File: src/rtl/vcmd_pkg.sv
package vcmd_pkg;

  typedef enum logic [1:0] {
    TGT_VRAM  = 2'b00,
    TGT_CRAM  = 2'b01,
    TGT_VSRAM = 2'b10,
    TGT_VRAM8 = 2'b11
  } target_e;

  typedef struct packed {
    logic ldFirst;
    logic ldSecond;
  } strobe_t;

endpackage

File: src/rtl/vcmd_ctrl.sv
module vcmd_ctrl
  import vcmd_pkg::*;
(
  input  logic    clk,
  input  logic    rstN,
  input  logic    ctrlWrEn,
  input  logic    ctrlRdEn,
  input  logic    dataAccEn,
  input  logic    dmaBitIn,
  input  logic    dmaEnable,
  output strobe_t strb,
  output logic    pending,
  output logic    dmaStart,
  output logic    prefetchClr
);

  logic cancel;
  logic pendNext;

  assign cancel        = ctrlRdEn | dataAccEn;
  assign strb.ldFirst  = ctrlWrEn & ~pending;
  assign strb.ldSecond = ctrlWrEn & pending;

  always_comb begin
    pendNext = pending;
    if (strb.ldSecond)     pendNext = 1'b0;
    else if (cancel)       pendNext = 1'b0;
    else if (strb.ldFirst) pendNext = 1'b1;
  end

  always_ff @(posedge clk) begin
    if (!rstN) begin
      pending     <= 1'b0;
      dmaStart    <= 1'b0;
      prefetchClr <= 1'b0;
    end else begin
      pending     <= pendNext;
      dmaStart    <= strb.ldSecond & dmaBitIn & dmaEnable;
      prefetchClr <= strb.ldSecond;
    end
  end

  // a first word with no cancel leaves pending set
  a_r1_first_sets_pending: assert property (@(posedge clk) disable iff (!rstN)
    (ctrlWrEn && !pending && !cancel) |=> pending);

  // a second word always clears pending
  a_r2_second_clears: assert property (@(posedge clk) disable iff (!rstN)
    (ctrlWrEn && pending) |=> !pending);

  // a cancel leaves pending clear
  a_r3_cancel_clears: assert property (@(posedge clk) disable iff (!rstN)
    cancel |=> !pending);

  // the prefetch clear follows only a completed command
  a_r8_prefetch_after_second: assert property (@(posedge clk) disable iff (!rstN)
    prefetchClr |-> ($past(pending) && !pending));

  // DMA start never comes without enable
  a_r7_dma_needs_enable: assert property (@(posedge clk) disable iff (!rstN)
    dmaStart |-> ($past(dmaEnable) && prefetchClr));

endmodule

File: src/rtl/vcmd_datapath.sv
module vcmd_datapath
  import vcmd_pkg::*;
#(
  parameter int ADDR_W = 16,
  parameter int CODE_W = 6,
  parameter int WORD_W = 16
) (
  input  logic              clk,
  input  logic              rstN,
  input  strobe_t           strb,
  input  logic [WORD_W-1:0] wrData,
  output logic [ADDR_W-1:0] cmdAddr,
  output logic [CODE_W-1:0] cmdCode,
  output target_e           memTarget,
  output logic              writeDir
);

  localparam int ADDR_LO_W = ADDR_W - 2;
  localparam int CODE_LO_W = 2;
  localparam int CODE_HI_W = CODE_W - CODE_LO_W;
  localparam int HI_CODE_POS = 4;

  always_ff @(posedge clk) begin
    if (!rstN) begin
      cmdAddr <= '0;
      cmdCode <= '0;
    end else if (strb.ldFirst) begin
      cmdAddr[ADDR_LO_W-1:0] <= wrData[ADDR_LO_W-1:0];
      cmdCode[CODE_LO_W-1:0] <= wrData[WORD_W-1 -: CODE_LO_W];
    end else if (strb.ldSecond) begin
      cmdAddr[ADDR_W-1:ADDR_LO_W] <= wrData[ADDR_W-ADDR_LO_W-1:0];
      cmdCode[CODE_W-1:CODE_LO_W] <= wrData[HI_CODE_POS +: CODE_HI_W];
    end
  end

  assign writeDir  = cmdCode[0];
  assign memTarget = target_e'({cmdCode[2], cmdCode[1] | cmdCode[3]});

  // the first word keeps the upper address bits and the upper code bits
  a_r1_first_keeps_high: assert property (@(posedge clk) disable iff (!rstN)
    strb.ldFirst |=> (cmdAddr[ADDR_W-1:ADDR_LO_W] == $past(cmdAddr[ADDR_W-1:ADDR_LO_W])
                      && cmdCode[CODE_W-1:CODE_LO_W] == $past(cmdCode[CODE_W-1:CODE_LO_W])));

  // the second word keeps the lower address bits and the lower code bits
  a_r2_second_keeps_low: assert property (@(posedge clk) disable iff (!rstN)
    strb.ldSecond |=> (cmdAddr[ADDR_LO_W-1:0] == $past(cmdAddr[ADDR_LO_W-1:0])
                       && cmdCode[CODE_LO_W-1:0] == $past(cmdCode[CODE_LO_W-1:0])));

endmodule

File: src/rtl/vcmd_decoder.sv
module vcmd_decoder
  import vcmd_pkg::*;
#(
  parameter int ADDR_W = 16,
  parameter int CODE_W = 6,
  parameter int WORD_W = 16
) (
  input  logic              clk,
  input  logic              rstN,
  input  logic              ctrlWrEn,
  input  logic              ctrlRdEn,
  input  logic              dataAccEn,
  input  logic [WORD_W-1:0] wrData,
  input  logic              dmaEnable,
  output logic [ADDR_W-1:0] cmdAddr,
  output logic [CODE_W-1:0] cmdCode,
  output logic              pending,
  output logic [1:0]        memTarget,
  output logic              writeDir,
  output logic              dmaStart,
  output logic              prefetchClr
);

  localparam int DMA_BIT_POS = 4 + CODE_W - 3;

  strobe_t strb;
  target_e tgt;

  vcmd_ctrl u_ctrl (
    .clk        (clk),
    .rstN       (rstN),
    .ctrlWrEn   (ctrlWrEn),
    .ctrlRdEn   (ctrlRdEn),
    .dataAccEn  (dataAccEn),
    .dmaBitIn   (wrData[DMA_BIT_POS]),
    .dmaEnable  (dmaEnable),
    .strb       (strb),
    .pending    (pending),
    .dmaStart   (dmaStart),
    .prefetchClr(prefetchClr)
  );

  vcmd_datapath #(
    .ADDR_W(ADDR_W),
    .CODE_W(CODE_W),
    .WORD_W(WORD_W)
  ) u_dp (
    .clk      (clk),
    .rstN     (rstN),
    .strb     (strb),
    .wrData   (wrData),
    .cmdAddr  (cmdAddr),
    .cmdCode  (cmdCode),
    .memTarget(tgt),
    .writeDir (writeDir)
  );

  assign memTarget = tgt;

  // a cancel with no control write changes neither address nor code
  a_r3_cancel_no_change: assert property (@(posedge clk) disable iff (!rstN)
    ((ctrlRdEn || dataAccEn) && !ctrlWrEn) |=> ($stable(cmdAddr) && $stable(cmdCode)));

  // a DMA start pulse carries the stored top code bit
  a_r7_dma_code_bit: assert property (@(posedge clk) disable iff (!rstN)
    dmaStart |-> cmdCode[CODE_W-1]);

endmodule

File: config.mk
export PLATFORM = sky130hd
export DESIGN_NAME = vcmd_decoder
export DESIGN_NICKNAME = d
export VERILOG_FILES = /design/src/rtl/vcmd_pkg.sv /design/src/rtl/vcmd_ctrl.sv /design/src/rtl/vcmd_datapath.sv /design/src/rtl/vcmd_decoder.sv
export SDC_FILE = /design/constraint.sdc
export NUM_CORES = 1
export LEC_CHECK = 0
export CAP_MARGIN = 10
export CORE_AREA = 2 2 47 58
export CTS_BUF_LIST = sky130_fd_sc_hd__clkbuf_4
export CTS_CLUSTER_SIZE = 14
export DETAILED_ROUTE_END_ITERATION = 12
export DIE_AREA = 0 0 49 60
export PLACE_DENSITY = 0.83
export SLEW_MARGIN = 10
export SYNTH_ARGS = -nofsm -noshare
export SYNTH_HDL_FRONTEND = slang
export SYNTH_SLANG_ARGS = --single-unit
File: constraint.sdc
create_clock -name clk -period 1.5 [get_ports clk]
set_clock_uncertainty 0.05 [all_clocks]
set_input_delay 0.3 -clock clk [delete_from_list [all_inputs] [get_ports clk]]
set_output_delay 0.3 -clock clk [all_outputs]
set_load 0.01 [all_outputs]
# Word-level counts from Yosys, hierarchy flattened
# Index checks and enable logic that the tools add are counted.
[totals] ff_bits=25 latch_bits=0 mem_bits_rw=0 rom_bits=0 in_bits=22 output_inout_bits=28 elab_cells=18 mem_count=0
[classes] addsub=0 multipliers=0 div=0 n_lt_le_gt_ge=0 eq_ne=0 shift=0 mux=0 n_bitwise=9 reduce_logical=2
[op_table] operator="$and 1x1->1" n=4
[op_table] operator="$not 1->1" n=3
[op_table] operator="$reduce_or 3->1" n=1
[op_table] operator="$or 1x1->1" n=2
[op_table] operator="$reduce_and 2->1" n=1

# Logic depth before layout (Yosys ltp)
# Gate-level depths: netlist of run 1.
[depth] word_depth=4 depth_mapped=4 mapped_depth_nobuf=2

# Hierarchy
# Synthesis of run 1 repeated with hierarchy kept, for this count alone.
[unflattened] cells_unflattened=91 hier_area_um2=1006.0
[by_module_without_submodules] module="vcmd_datapath" instances=1 cells_per_inst=82 area_each_um2=892.1 seq_area_each_um2=440.4
[by_module_without_submodules] module="vcmd_ctrl" instances=1 cells_per_inst=9 area_each_um2=113.9 seq_area_each_um2=60.1

# Worst setup path before layout of run 1
# No wires, ideal clock.
[synth_path] kind="reg-to-reg" from="register u_ctrl.pending" to="register u_dp.cmdAddr[0]" arrival_time_ns=0.884 t_required_ns=1.331 slack_ns=0.447 stages_incl_launch_ff=5 path_buffers=2 synth_period_minus_slack_ns=1.053 cell_sequence="dfxtp_1 -> nor2b_4 -> buf_6 -> buf_12 -> mux2i_1"
[synth_via] elab_chain_cells=2
[synth_lines] element="from (decl)" line_no="vcmd_ctrl.sv:12" rtl="output logic pending,"
[synth_lines] element="from (signal assigned)" line_no="vcmd_ctrl.sv:37" rtl="pending <= pendNext;"
[synth_lines] element="$not 1->1" line_no="vcmd_ctrl.sv:21" rtl="assign strb.ldFirst = ctrlWrEn & ~pending;"
[synth_lines] element="$and 1x1->1" line_no="vcmd_ctrl.sv:21"
[synth_lines] element="to (signal, indexed assignment)" line_no="vcmd_datapath.sv:28" rtl="cmdAddr[ADDR_LO_W-1:0] <= wrData[ADDR_LO_W-1:0];"
[synth_lines] element="to (signal, indexed assignment)" line_no="vcmd_datapath.sv:31" rtl="cmdAddr[ADDR_W-1:ADDR_LO_W] <= wrData[ADDR_W-ADDR_LO_W-1:0];"
[synth_lines] element="to (decl)" line_no="vcmd_datapath.sv:12" rtl="output logic [ADDR_W-1:0] cmdAddr,"
# Every way passes these cells.
# A chain may end at the register's enable or synchronous reset.

# Worst setup path in the final report of run 1
[layout_path] from="register u_dp.cmdCode[3]" to="output port memTarget[0]"
[layout_via] elab_chain_cells=1
[layout_lines] element="from (decl)" line_no="vcmd_datapath.sv:13" rtl="output logic [CODE_W-1:0] cmdCode,"
[layout_lines] element="from (signal, indexed assignment)" line_no="vcmd_datapath.sv:29" rtl="cmdCode[CODE_LO_W-1:0] <= wrData[WORD_W-1 -: CODE_LO_W];"
[layout_lines] element="from (signal, indexed assignment)" line_no="vcmd_datapath.sv:32" rtl="cmdCode[CODE_W-1:CODE_LO_W] <= wrData[HI_CODE_POS +: CODE_HI_W];"
[layout_lines] element="$or 1x1->1" line_no="vcmd_datapath.sv:37" rtl="assign memTarget = target_e'({cmdCode[2], cmdCode[1] | cmdCode[3]});"
[layout_lines] element="to (decl)" line_no="vcmd_decoder.sv:18" rtl="output logic [1:0] memTarget,"
# Every way passes these cells.

==> results_dict.tcl, run 1 <==
set metrics [dict create \
    outcome "completed" \
    p_comb_share_pct 18.1 \
    swShare_pct 24.0 \
    final-hold-violation-count 0 \
    place.gp.congestion 0.636 \
    syn_nets 123 \
    clock_sinks 25 \
    power_mw 1.25 \
    dieArea_um2 2940 \
    yosysWarnings 0 \
    clock_path_buffers 2 \
    fp.dieH_um 60 \
    grt_util_met1_pct 17.2 \
    grt_use_met3_pct 2.25 \
    synth_compound_area_share_pct 0 \
    synth_simple_gate_area_share_pct 19.5 \
    io_pins 50 \
    drt-total-wl_um 2240 \
    routedWlPerCell_um 12.1 \
    grt_pass1_wl_um 3710 \
    crit_fanout 2 \
    synth_common_cells "38 x nand2_1, 25 x dfxtp_1, 22 x mux2i_1, 3 x buf_2" \
    syn_area_per_cell_um2 9.91 \
    avgViaCountPerCell 4.69 \
    grtUsageTotal_pct 16.9 \
    synth.distinct_cells 15 \
    core.rowCount 20 \
    synth_seq_area_share_pct 50.0 \
    cts_max_level 1 \
    fmax_mhz 704 \
    leakagePower_nw 0.749 \
    drc 0 \
    drtIter0Drc 5 \
    p_int_uw 950 \
    required_ns 1.15 \
    top_usage_layer "met2" \
    powerDensity_nw_per_um2 819 \
    grt.overflow.total 0 \
    dp_hpwl_um 1700 \
    layout-drive-gt1-share_pct 11.2 \
    port_buffers 49 \
    worstPathArrival_ns 1.07 \
    antenna_cells 0 \
    synth.most_common_cell "nand2_1" \
    clk_pin_slew_ns 0.13 \
    grt_use_met2_pct 32.5 \
    ys.flop_type "dfxtp_1" \
    finalNonFillerCells 185 \
    synth-seq-cells 25 \
    synth_edf_count 0 \
    end_kind "output port" \
    setup_tns_ns 0 \
    synthAdderAreaFrac_pct 0 \
    critPathLaunchType "flop" \
    synthXorXnorAreaFrac_pct 0.875 \
    antenna_found_initial 0 \
    synth_top_family_by_area "multiplexers" \
    drv_slew 0 \
    grt_pass1_vias 875 \
    ir_drop_v 0.000630 \
    synthArstFlopShare_pct 0 \
    initial_utilization_pct 41.2 \
    rsz0062_at_grt "no" \
    synth.top_cells.by_area "dfxtp_1 50%, mux2i_1 22%, nand2_1 14%, buf_6 2.3%, buf_12 2.0%" \
    setup.worst_path.class "reg2out" \
    insertion_delay_ns 0.31 \
    via_count 867 \
    placed_cells 180 \
    cts_root_buf "clkbuf_4" \
    yosysTopAreaCell "dfxtp_1" \
    pwr-share-clk_pct 25.0 \
    finalSetupViolations 0 \
    cts_buffers 3 \
    min_path_type "reg2reg" \
    syn_area_um2 1000 \
    finalNetCount 175 \
    core_area_um2 2430 \
    grt_start_max_net_pins 28 \
    period_share_pct 94.7 \
    synth_top_area_share_pct 50.0 \
    worst_slew_pin_slew_ns 0.245 \
    seq_power_share_pct 56.9 \
    netlist_instances 101 \
    whs_ns 0.415 \
    cap_violations 0 \
    die_width_um 49 \
    final_util_pct 62.9 \
    relSlewSlack_pct 83.7 \
    synthMuxAreaShare_pct 22.0 \
    ant_nets 0 \
    switching_power_uw 301 \
    post-route-min-period_ns 1.42 \
    detail_route.first_pass.iterations 4 \
    cts_tree "yes" \
    area_delta_synth_final_pct 52.5 \
]
## worst max-delay path: stages (launching register included)
cell	delay [ns]
dfxtp_2	0.34
or2_2	0.29
clkbuf_2	0.13
## cell usage in the layout (no fill, tap or decap), drive strengths merged
cell type and count:
clkbuf 5, mux2i 22, xnor2 1, buf 7, dlygate4sd2 27, and4 1
or2 1, and2 1, nand2 38, nor2b 1, nor4b 1, clkdlybuf4s50 21
dfxtp 25, and3 1
## layout make-up
class | count | area, um^2
fillers | 228 | 901
flip-flops and latches | 25 | 502
clock buffers | 4 | 30.0
multi-input cells | 67 | 424
well taps | 33 | 41.3
repair buffers | 56 | 529
## flip-flops by register name, indices dropped and copies added (netlist names)
name                flops
u_ctrl.dmaStart         1
u_dp.cmdAddr           16
u_dp.cmdCode            6
u_ctrl.pending          1
u_ctrl.prefetchClr      1
## metal layers
| layer | share of wire, % | up-vias |
|---|---|---|
| li1 | - | 425 |
| met1 | 40 | 406 |
| met2 | 54 | 34 |
| met3 | 4.5 | 2 |
| met4 | 1.5 | 0 |
| met5 | 0 | - |
## power groups by stage
stage / sequential (mW) / combinational (mW) / clock (mW)
finish: 0.712 / 0.226 / 0.313
global route: 0.716 / 0.245 / 0.352
CTS: 0.712 / 0.229 / 0.325
detailed placement: 0.727 / 0.252 / 0
global placement: 0.727 / 0.245 / 0
floorplan: 0.742 / 0.0915 / 0
## kinds of logic after synthesis
logic type	count (synthesis)
and+or+nand+nor	44
DFF	25
muxes	22
buffers and inverters	9
xor gates and xnor gates	1
## path summary, 6_finish.rpt
check,slack [ns],end,from,cells past startpoint
max,0.08,memTarget[0],u_dp.cmdCode[3],2
min,0.42,u_dp.cmdAddr[9],u_dp.cmdAddr[9],2
max reg2reg,0.39,u_dp.cmdAddr[0],u_ctrl.pending,4
min reg2reg,0.42,u_dp.cmdAddr[9],u_dp.cmdAddr[9],2
## stage by stage
stage | setup slack [ns] | cell area, um^2
2_1_floorplan | 0.447 | 1000
3_3_place_gp | 0.0557 | 1530
3_5_place_dp | -0.0128 | 1530
4_1_cts | -0.0806 | 1520
5_1_grt | 0.0283 | 1530
6_report | 0.0799 | 1530
## timing repair
item | 4_1_cts | 5_1_grt
hold buffers | 0 | 0
hold endpoints to repair | 0 | 0
cloned | 0 | 0
gates resized for setup | 28 | 3
setup endpoints to repair | 28 | 1
setup buffers | 0 | 1
No activity file was read; power rests on OpenSTA's default activity.
==> inputs of run 2 (changes only) <==
- MAX_ROUTING_LAYER: default -> met4
==> results_dict.tcl, run 2 (synthesized netlist as in run 1, its figures left out) <==
set metrics [dict create \
    outcome "completed" \
    crit_fanout 2 \
    layout_common_cells "38 x nand2_1, 27 x dlygate4sd2_1, 24 x dfxtp_1" \
    antenna_found_initial 0 \
    multi_input_area_um2 424 \
    core.rowCount 20 \
    final_common_cell "nand2_1" \
    seq_area_um2 502 \
    powerDensity_nw_per_um2 820 \
    fillers 228 \
    insertion_delay_ns 0.31 \
    ant_nets 0 \
    drv_slew 0 \
    die_width_um 49 \
    port_buffers 49 \
    hold_buffers 0 \
    required_ns 1.15 \
    post_dp_cell_area_um2 1530 \
    drt-total-wl_um 2260 \
    area_delta_synth_final_pct 52.5 \
    clk_pin_slew_ns 0.13 \
    ir_drop_v 0.000630 \
    dieArea_um2 2940 \
    rrSetupSlack_ns 0.39 \
    fin_area_um2 1530 \
    grt_start_max_net_pins 28 \
    largest_reg_flops 16 \
    io_pins 50 \
    placed_cells 180 \
    place.gp.congestion 0.641 \
    top_register "u_dp.cmdAddr" \
    power_mw 1.25 \
    via_count 868 \
    top_regs "u_dp.cmdAddr x16, u_dp.cmdCode x6" \
    grt_pass1_vias 875 \
    min_path_type "reg2reg" \
    initial_utilization_pct 41.2 \
    finalNonFillerCells 185 \
    setup.worst_path.class "reg2out" \
    layout-drive-gt1-share_pct 11.2 \
    cts_root_buf "clkbuf_4" \
    rsz0062_at_grt "no" \
    leakagePower_nw 0.749 \
    antenna_cells 0 \
    cts_buffers 3 \
    cts_max_level 1 \
    dp_hpwl_um 1700 \
    slowest_stage "dfxtp_2" \
    worstPathArrival_ns 1.07 \
    hold_depth 2 \
    critPathLaunchType "flop" \
    clock_sinks 25 \
    drc 0 \
    end_kind "output port" \
    grt.overflow.total 0 \
    post-route-min-period_ns 1.42 \
    final-hold-violation-count 0 \
    worst_slew_pin_slew_ns 0.246 \
    relSlewSlack_pct 83.6 \
    slowest_delay_ns 0.34 \
    path_cells "or2_2, clkbuf_2" \
    clock_path_buffers 2 \
    fmax_mhz 703 \
    avgViaCountPerCell 4.69 \
    cap_violations 0 \
    period_share_pct 94.8 \
    core_area_um2 2430 \
    drtIter0Drc 5 \
    fp.dieH_um 60 \
    detail_route.first_pass.iterations 4 \
    setup_tns_ns 0 \
    finalSetupViolations 0 \
    finalNetCount 175 \
    cts_tree "yes" \
    routedWlPerCell_um 12.2 \
    rr_worst_depth 4 \
    grtUsageTotal_pct 17.4 \
    grt_pass1_wl_um 3710 \
]
[run 2: per-stage QoR]
step	util (%)	hold slack (ns)	worst slack [ns]
6_report	62.9	0.415	0.0782
5_1_grt	62.9	0.447	0.0283
2_1_floorplan	-	0.326	0.447
3_3_place_gp	62.9	0.392	0.0557
3_5_place_dp	62.9	0.399	-0.0128
4_1_cts	62.7	0.418	-0.0806
[run 2: where the power goes]
part / total (mW) / leakage [nW] / internal, mW / switching [mW]
clock network: 0.314 / 0.0184 / 0.122 / 0.192
registers: 0.712 / 0.205 / 0.696 / 0.0162
logic: 0.226 / 0.525 / 0.133 / 0.0934
[run 2: area by class of cell]
type	count	area share, %
repair buffers	56	34.7
flip-flops and latches	25	32.9
multi-input cells	67	27.8
well taps	33	2.70
clock buffers	4	1.97
[run 2: path summary, 6_finish.rpt]
kind / endpoint / startpoint
setup / recovery: memTarget[0] / u_dp.cmdCode[3]
hold / removal: u_dp.cmdAddr[4] / u_dp.cmdAddr[4]
setup reg to reg: u_dp.cmdAddr[0] / u_ctrl.pending
hold reg to reg: u_dp.cmdAddr[4] / u_dp.cmdAddr[4]
[run 2: what timing repair did]
action,4_1_cts,5_1_grt
setup buffers,0,1
resized for setup,28,3
setup endpoints to repair,28,1
pin swaps,0,0
[run 2: per-layer routing]
metal / routed length, um / track usage (%) / vias to the layer above
met5: 0 / - / -
met4: 44 / 11.0 / 0
met3: 106 / 2.25 / 4
met2: 1200 / 32.5 / 36
met1: 905 / 17.2 / 403
li1: - / - / 425
[run 2: worst max-delay path: cells and delay by family (launching register included)]
family | cells | cell delay (ns)
flops | 1 | 0.34
simple gates | 1 | 0.29
buf+inv | 1 | 0.13
==> inputs of run 3 (changes only) <==
- CAP_MARGIN: 10 -> default
==> results of run 3 <==
No change in the layout: final DEF, timing and power equal those of run 2.
